--- src/rtl/rfc_pkg.sv ---
package rfc_pkg;

  typedef enum logic {
    MODE_RUN   = 1'b0,
    MODE_FLUSH = 1'b1
  } mode_e;

  // A hit on the last pending redirect releases the pipeline unless a new
  // redirect is being recorded in the same cycle.
  function automatic logic resumes(input logic hit, input logic last_entry,
                                   input logic push);
    return hit && last_entry && !push;
  endfunction

  // Verdict for a completion: write when nothing is pending, or when this
  // completion is the one releasing the pipeline.
  function automatic logic verdict(input logic valid, input logic empty,
                                   input logic resume);
    return valid && (empty || resume);
  endfunction

endpackage

--- src/rtl/rfc_redirect_fifo.sv ---
module rfc_redirect_fifo #(
  parameter int DEPTH = 4,
  parameter int TAGW  = 4
) (
  input  logic                         clk,
  input  logic                         rst_n,
  input  logic                         push_i,
  input  logic [TAGW-1:0]              tag_i,
  input  logic                         pop_i,
  output logic [TAGW-1:0]              head_o,
  output logic [$clog2(DEPTH+1)-1:0]   count_o,
  output logic                         full_o,
  output logic                         empty_o,
  output logic                         last_o
);
  localparam int PW = (DEPTH > 1) ? $clog2(DEPTH) : 1;
  localparam int CW = $clog2(DEPTH + 1);

  logic [TAGW-1:0] slot_q [DEPTH];
  logic [PW-1:0]   wr_q, rd_q;
  logic [CW-1:0]   cnt_q;

  function automatic logic [PW-1:0] bump(input logic [PW-1:0] p);
    return (p == PW'(DEPTH - 1)) ? '0 : p + PW'(1);
  endfunction

  always_ff @(posedge clk) begin
    if (push_i) slot_q[wr_q] <= tag_i;
  end

  always_ff @(posedge clk) begin
    if (!rst_n) begin
      wr_q  <= '0;
      rd_q  <= '0;
      cnt_q <= '0;
    end else begin
      if (push_i) wr_q <= bump(wr_q);
      if (pop_i)  rd_q <= bump(rd_q);
      cnt_q <= cnt_q + CW'(push_i) - CW'(pop_i);
    end
  end

  assign head_o  = slot_q[rd_q];
  assign count_o = cnt_q;
  assign full_o  = (cnt_q == CW'(DEPTH));
  assign empty_o = (cnt_q == '0);
  assign last_o  = (cnt_q == CW'(1));


  fifo_overflow_chk: assert property (@(posedge clk) disable iff (!rst_n)
    push_i |-> (cnt_q != CW'(DEPTH)));


  fifo_underflow_chk: assert property (@(posedge clk) disable iff (!rst_n)
    pop_i |-> (cnt_q != '0));

endmodule

--- src/rtl/rfc_verdict.sv ---
module rfc_verdict #(
  parameter int TAGW = 4
) (
  input  logic            cmp_valid_i,
  input  logic            marker_i,
  input  logic [TAGW-1:0] rtag_i,
  input  logic            empty_i,
  input  logic            last_i,
  input  logic [TAGW-1:0] head_i,
  input  logic            push_i,
  output logic            hit_o,
  output logic            resume_o,
  output logic            commit_o
);
  import rfc_pkg::*;

  always_comb begin
    hit_o    = cmp_valid_i && marker_i && !empty_i && (rtag_i == head_i);
    resume_o = resumes(hit_o, last_i, push_i);
    commit_o = verdict(cmp_valid_i, empty_i, resume_o);
  end

endmodule

--- src/rtl/rfc_mode_fsm.sv ---
module rfc_mode_fsm (
  input  logic           clk,
  input  logic           rst_n,
  input  logic           push_i,
  input  logic           resume_i,
  output rfc_pkg::mode_e mode_o
);
  import rfc_pkg::*;

  mode_e mode_q;

  always_ff @(posedge clk) begin
    if (!rst_n)        mode_q <= MODE_RUN;
    else if (push_i)   mode_q <= MODE_FLUSH;
    else if (resume_i) mode_q <= MODE_RUN;
  end

  assign mode_o = mode_q;


  enter_flush_chk: assert property (@(posedge clk) disable iff (!rst_n)
    push_i |=> (mode_q == MODE_FLUSH));


  resume_run_chk: assert property (@(posedge clk) disable iff (!rst_n)
    resume_i |=> (mode_q == MODE_RUN));

endmodule

--- src/rtl/redirect_flush_ctrl.sv ---
module redirect_flush_ctrl #(
  parameter int DEPTH = 4,
  parameter int TAGW  = 4,
  parameter int IDW   = 6
) (
  input  logic            clk,
  input  logic            rst_n,
  input  logic            br_valid,
  input  logic [TAGW-1:0] br_tag,
  output logic            br_ready,
  input  logic            cmp_valid,
  input  logic [IDW-1:0]  cmp_id,
  input  logic            cmp_marker,
  input  logic [TAGW-1:0] cmp_rtag,
  output logic            res_valid,
  output logic [IDW-1:0]  res_id,
  output logic            res_commit,
  output logic            flushing
);
  import rfc_pkg::*;

  localparam int CW = $clog2(DEPTH + 1);

  logic            push_w, hit_w, resume_w, commit_w;
  logic            full_w, empty_w, last_w;
  logic [TAGW-1:0] head_w;
  logic [CW-1:0]   count_w;
  mode_e           mode_w;

  assign br_ready = !full_w;
  assign push_w   = br_valid && br_ready;

  rfc_redirect_fifo #(.DEPTH(DEPTH), .TAGW(TAGW)) u_fifo (
    .clk     (clk),
    .rst_n   (rst_n),
    .push_i  (push_w),
    .tag_i   (br_tag),
    .pop_i   (hit_w),
    .head_o  (head_w),
    .count_o (count_w),
    .full_o  (full_w),
    .empty_o (empty_w),
    .last_o  (last_w)
  );

  rfc_verdict #(.TAGW(TAGW)) u_verdict (
    .cmp_valid_i (cmp_valid),
    .marker_i    (cmp_marker),
    .rtag_i      (cmp_rtag),
    .empty_i     (empty_w),
    .last_i      (last_w),
    .head_i      (head_w),
    .push_i      (push_w),
    .hit_o       (hit_w),
    .resume_o    (resume_w),
    .commit_o    (commit_w)
  );

  rfc_mode_fsm u_mode (
    .clk      (clk),
    .rst_n    (rst_n),
    .push_i   (push_w),
    .resume_i (resume_w),
    .mode_o   (mode_w)
  );

  assign flushing = (mode_w == MODE_FLUSH);

  always_ff @(posedge clk) begin
    if (!rst_n) begin
      res_valid  <= 1'b0;
      res_commit <= 1'b0;
      res_id     <= '0;
    end else begin
      res_valid  <= cmp_valid;
      res_commit <= commit_w;
      if (cmp_valid) res_id <= cmp_id;
    end
  end


  mode_matches_queue_chk: assert property (@(posedge clk) disable iff (!rst_n)
    flushing == (count_w != '0));


  run_commit_chk: assert property (@(posedge clk) disable iff (!rst_n)
    (cmp_valid && !flushing) |=>
      (res_valid && res_commit && res_id == $past(cmp_id)));


  flush_drop_chk: assert property (@(posedge clk) disable iff (!rst_n)
    (cmp_valid && flushing && !(cmp_marker && cmp_rtag == head_w)) |=>
      (res_valid && !res_commit && flushing));


  early_marker_chk: assert property (@(posedge clk) disable iff (!rst_n)
    (cmp_valid && cmp_marker && flushing && cmp_rtag == head_w &&
     count_w > CW'(1)) |=> (!res_commit && flushing));


  full_stall_chk: assert property (@(posedge clk) disable iff (!rst_n)
    (br_valid && !br_ready && !hit_w) |=> (count_w == $past(count_w)));


  same_cycle_chk: assert property (@(posedge clk) disable iff (!rst_n)
    (cmp_valid && push_w && !flushing) |=> (res_commit && flushing));

endmodule

--- config.mk ---
export PLATFORM = sky130hd
export DESIGN_NAME = redirect_flush_ctrl
export DESIGN_NICKNAME = d
export VERILOG_FILES = /design/src/rtl/rfc_pkg.sv /design/src/rtl/rfc_redirect_fifo.sv /design/src/rtl/rfc_verdict.sv /design/src/rtl/rfc_mode_fsm.sv /design/src/rtl/redirect_flush_ctrl.sv
export SDC_FILE = /design/constraint.sdc
export NUM_CORES = 1
export LEC_CHECK = 0
export BUFFER_PORTS_ARGS = -buffer_cell sky130_fd_sc_hd__buf_2
export CORE_MARGIN = 1.5
export CORE_UTILIZATION = 45
export CTS_CLUSTER_DIAMETER = 80
export DETAILED_ROUTE_END_ITERATION = 7
export PLACE_DENSITY = 0.72
export SLEW_MARGIN = 25
export SYNTH_ARGS = -nofsm -noshare
export SYNTH_HDL_FRONTEND = slang
export SYNTH_SLANG_ARGS = --single-unit
--- constraint.sdc ---
create_clock -name clk -period 2.5 [get_ports clk]
set_clock_uncertainty 0.1 [all_clocks]
set_input_delay 0.25 -clock clk [delete_from_list [all_inputs] [get_ports clk]]
set_output_delay 0.25 -clock clk [all_outputs]
set_load 0.005 [all_outputs]
==> results.toml <==
[run_status]
outcome = "finished, violations left"
failed_checks = "setup timing"

[final_layout]
drive_above_1_share_pct = 34.51
utilization_pct = 56.07
mostFrequentLayoutCells = "sky130_fd_sc_hd__buf_2 (28), sky130_fd_sc_hd__dfxtp_1 (17), sky130_fd_sc_hd__edfxtp_1 (16), sky130_fd_sc_hd__mux2i_1 (10), sky130_fd_sc_hd__nor2_1 (10)"
storage_element_area_sq_um = 844.6
layoutNonFillerInstCount = 186
multi_input_comb_area_sq_um = 549.3
filler_cell_count = 251
leading_cell_type_in_the_layout_fill_and_taps_excluded = "sky130_fd_sc_hd__buf_2"
antenna-diode-count = 0
finalNetCount = 168
syn_to_final_growth_pct = 19.24

[floorplan]
core_sq_mm = 0.003028
design.portCount = 29
std_cell_rows = 20
initial_utilization_pct = 47.02
die_ht_um = 59.25
fp.dieArea_sq_mm = 0.003511
die_w_um = 59.25

[detailed_routing]
final_antenna_net_count = 0
drt-wirelength-per-cell_um = 12.34
route.detailed.drc = 0
post_drt_via_cell_ratio = 4.677
drtIter0Drc = 36
drt_pass1_iterations = 4
totalWireLength_um = 2296
routed_vias = 870

[timing]
report.final.slew_viol_count = 0
fin_crit_sh_pct = 106.1
hold_violations = 0
timing.slew.headroom_pct = 80.19
timing.final.ws_setup_ns = -0.1532
finalWorstPathRequiredPeriod_ns = 2.653
worst-slew-pin-transition_ns = 0.2954
max_freq_mhz = 376.9
setup_viol_count_final = 2
grt_setup_unrepaired = "yes"

[power_and_ir_drop]
clock_power_share_pct = 22.5
pwr_density_cell_mw_per_mm2 = 717.4
share_seq_of_total_power_pct = 55.1
total_switching_power_w = 0.0003250
power_switching_share_pct = 26.68
share_comb_of_total_power_pct = 22.3
finalPower_w = 0.001218
cellLeakagePower_nw = 0.7303
highest_ir_drop_seen_on_vdd_uv = 427.9
internal_power_w = 0.0008930

[critical_path]
cp_top_family = "adder cells"
setup.worst_path.start_class = "flip-flop"
cp_max_delay_cell = "sky130_fd_sc_hd__mux4_2"
worst_r2r_path_depth = 8
r2r-end = "u_fifo.count_o[1]"
worst_path_arrival_time_ns = 2.79
cp_num_cells = 8
critPathCaptureType = "flip-flop"
crit_required_ns = 2.63
path_class = "flip-flop to flip-flop"
regToRegSetupSlack_ns = -0.15
path_max_fanout = 4
critPathMaxStageDelay_ns = 0.51
setup.worst_path.end = "u_fifo.count_o[1]"
cp_num_buf_inv = 1
sequence_of_cells_on_the_critical_path = "mux4_2 > xor2_1 > nor4_4 > ha_1 > inv_1 > ha_2 > fa_2 > and2_1"

[place]
finalWeightedCongestion = 0.7740
numPlacedInstances = 177
pre_cts_ws_ns = -0.2125
dp.final_hpwl_um = 1809
portBuffers = 28

[flow_run]
maxCapViolCount = 0

[clocking]
clock-sinks = 34
ctsRootBufferMaster = "sky130_fd_sc_hd__clkbuf_4"
insertion_delay_ns = 0.33
cts_buffers = 5
worst_setup_hold_path_clk_slew_ns = 0.09
ctsLongestPathBuffers = 2
cts.htree.levels = 2
tritoncts_clock_tree = "yes"

[synthesis]
synth.area.top_cells = "sky130_fd_sc_hd__edfxtp_1 (34%), sky130_fd_sc_hd__dfxtp_1 (25%), sky130_fd_sc_hd__mux2i_1 (7.0%)"
synth-simple-area-share_pct = 10.98
synth.top_cell.area_share_pct = 33.74
synth_top_family_by_area = "multiplexers"
yosys_warnings = 0
post_synthesis_sequential_area_ratio_pct = 59.05
synth_compound_area_share_pct = 1.406
synth_top_area_cell = "sky130_fd_sc_hd__edfxtp_1"
synth_xor_xnor_area_share_pct = 3.691
yosys-mux-area-fraction_pct = 14.15
netlist_instances = 104
synth.avg_cell_area_sq_um = 13.69
yosys_cell_types = 26
post_synth_fa_ha_maj_area_fraction_pct = 7.557
synth_nets = 131
postSynthRegisterBits = 34
syn_area_sq_mm = 0.001424

[global_routing]
number_of_global_route_vias_before_repair = 862
grt_overflow = 0
globalRouteTotalUtil_pct = 15.79
grt_start_max_net_pins = 11
grt_pass1_wl_um = 3898
antenna_found_initial = 0

[min_path]
worst_hold_path_class = "input pin to flip-flop"
-- layer usage --
layer  vias up  track usage [%]  wire length (um)
met2        16            21.04              1008
met1       405            22.05              1132
met4         0            7.792                47
met5         -                0                 0
li1        443                -                 -
met3         6            6.550               108
-- final cells by class --
| class | count | share of cell area (%) |
|---|---|---|
| Tap cell | 44 | 3.242 |
| Clock buffer | 8 | 2.874 |
| Sequential cell | 34 | 49.74 |
| Inverter | 8 | 1.769 |
| Timing Repair Buffer | 32 | 10.02 |
| Multi-Input combinational cell | 60 | 32.35 |
-- synth_stat cells --
library cell / number
sky130_fd_sc_hd__nand2_1: 5
sky130_fd_sc_hd__nor2_1: 10
sky130_fd_sc_hd__nor3_1: 1
sky130_fd_sc_hd__o21ai_0: 1
sky130_fd_sc_hd__clkbuf_1: 1
sky130_fd_sc_hd__nand3_1: 2
sky130_fd_sc_hd__edfxtp_1: 16
sky130_fd_sc_hd__inv_1: 7
sky130_fd_sc_hd__mux4_1: 3
sky130_fd_sc_hd__a2bb2o_1: 1
sky130_fd_sc_hd__nor4_4: 1
sky130_fd_sc_hd__buf_6: 1
sky130_fd_sc_hd__and2_1: 3
sky130_fd_sc_hd__or3_1: 1
sky130_fd_sc_hd__dfxtp_1: 18
sky130_fd_sc_hd__ha_1: 7
sky130_fd_sc_hd__mux4_2: 1
sky130_fd_sc_hd__xnor2_1: 4
sky130_fd_sc_hd__and3_1: 4
sky130_fd_sc_hd__xor2_1: 2
sky130_fd_sc_hd__or3_2: 1
sky130_fd_sc_hd__clkinv_1: 1
sky130_fd_sc_hd__a21oi_1: 1
sky130_fd_sc_hd__nor4_1: 1
sky130_fd_sc_hd__fa_1: 1
sky130_fd_sc_hd__mux2i_1: 10
-- registers in the layout, summed over array words and instances (netlist names), named ones only --
| register | cells |
|---|---|
| u_mode.mode_o | 1 |
| res_valid | 1 |
| u_fifo.rd_q | 2 |
| u_fifo.wr_q | 2 |
| res_commit | 1 |
| res_id | 6 |
| u_fifo.slot_q | 16 |
| u_fifo.count_o | 3 |
-- kinds of logic (layout without fill, tap and decap cells) --
group                      count (synthesis)  after routing
AOI/OAI and AO/OA                          3              3
buffers and inverters                     10             48
muxes                                     14             14
and+or+nand+nor                           29             29
xor gates and xnor gates                   6              6
DFF                                       34             34
adders and majority gates                  8              8
-- repair_timing --
item                                    4_1_cts  5_1_grt
buffers inserted                              1        0
resized for setup                             1        2
pin swaps                                     3        0
hold buffers                                  0        0
endpoints found under the setup margin        2        2
-- through the flow --
step	TNS, ns	instance area (sq um)	hold WS, ns
2_1_floorplan	-0.3823	1433	0.2489
3_3_place_gp	-0.2774	1635	0.3573
3_5_place_dp	-0.4003	1635	0.3668
4_1_cts	-0.2699	1688	0.01528
5_1_grt	-0.4918	1698	0.02026
6_report	-0.2917	1698	0.03064
-- power by group through the flow --
stage | registers, W | clock network (W) | logic, W
6_report | 0.000671 | 0.000275 | 0.000272
5_1_grt | 0.000681 | 0.000306 | 0.000306
4_1_cts | 0.000672 | 0.000285 | 0.000270
3_5_place_dp | 0.000685 | 0 | 0.000268
3_3_place_gp | 0.000682 | 0 | 0.000259
2_1_floorplan | 0.000687 | 0 | 0.000175
-- worst min-delay path by stage --
stage                                     end  cells after the start  slack (ns)  startpoint
after floorplan           u_fifo.slot_q[0][0]                      0        0.25   br_tag[0]
after global placement    u_fifo.slot_q[1][0]                      1        0.36   br_tag[0]
after detailed placement  u_fifo.slot_q[0][0]                      1        0.37   br_tag[0]
after CTS                 u_fifo.slot_q[0][0]                      1        0.02   br_tag[0]
after global routing      u_fifo.slot_q[2][3]                      1        0.02   br_tag[3]
final                     u_fifo.slot_q[0][0]                      1        0.03   br_tag[0]
Power figures use the tool's default switching activity.
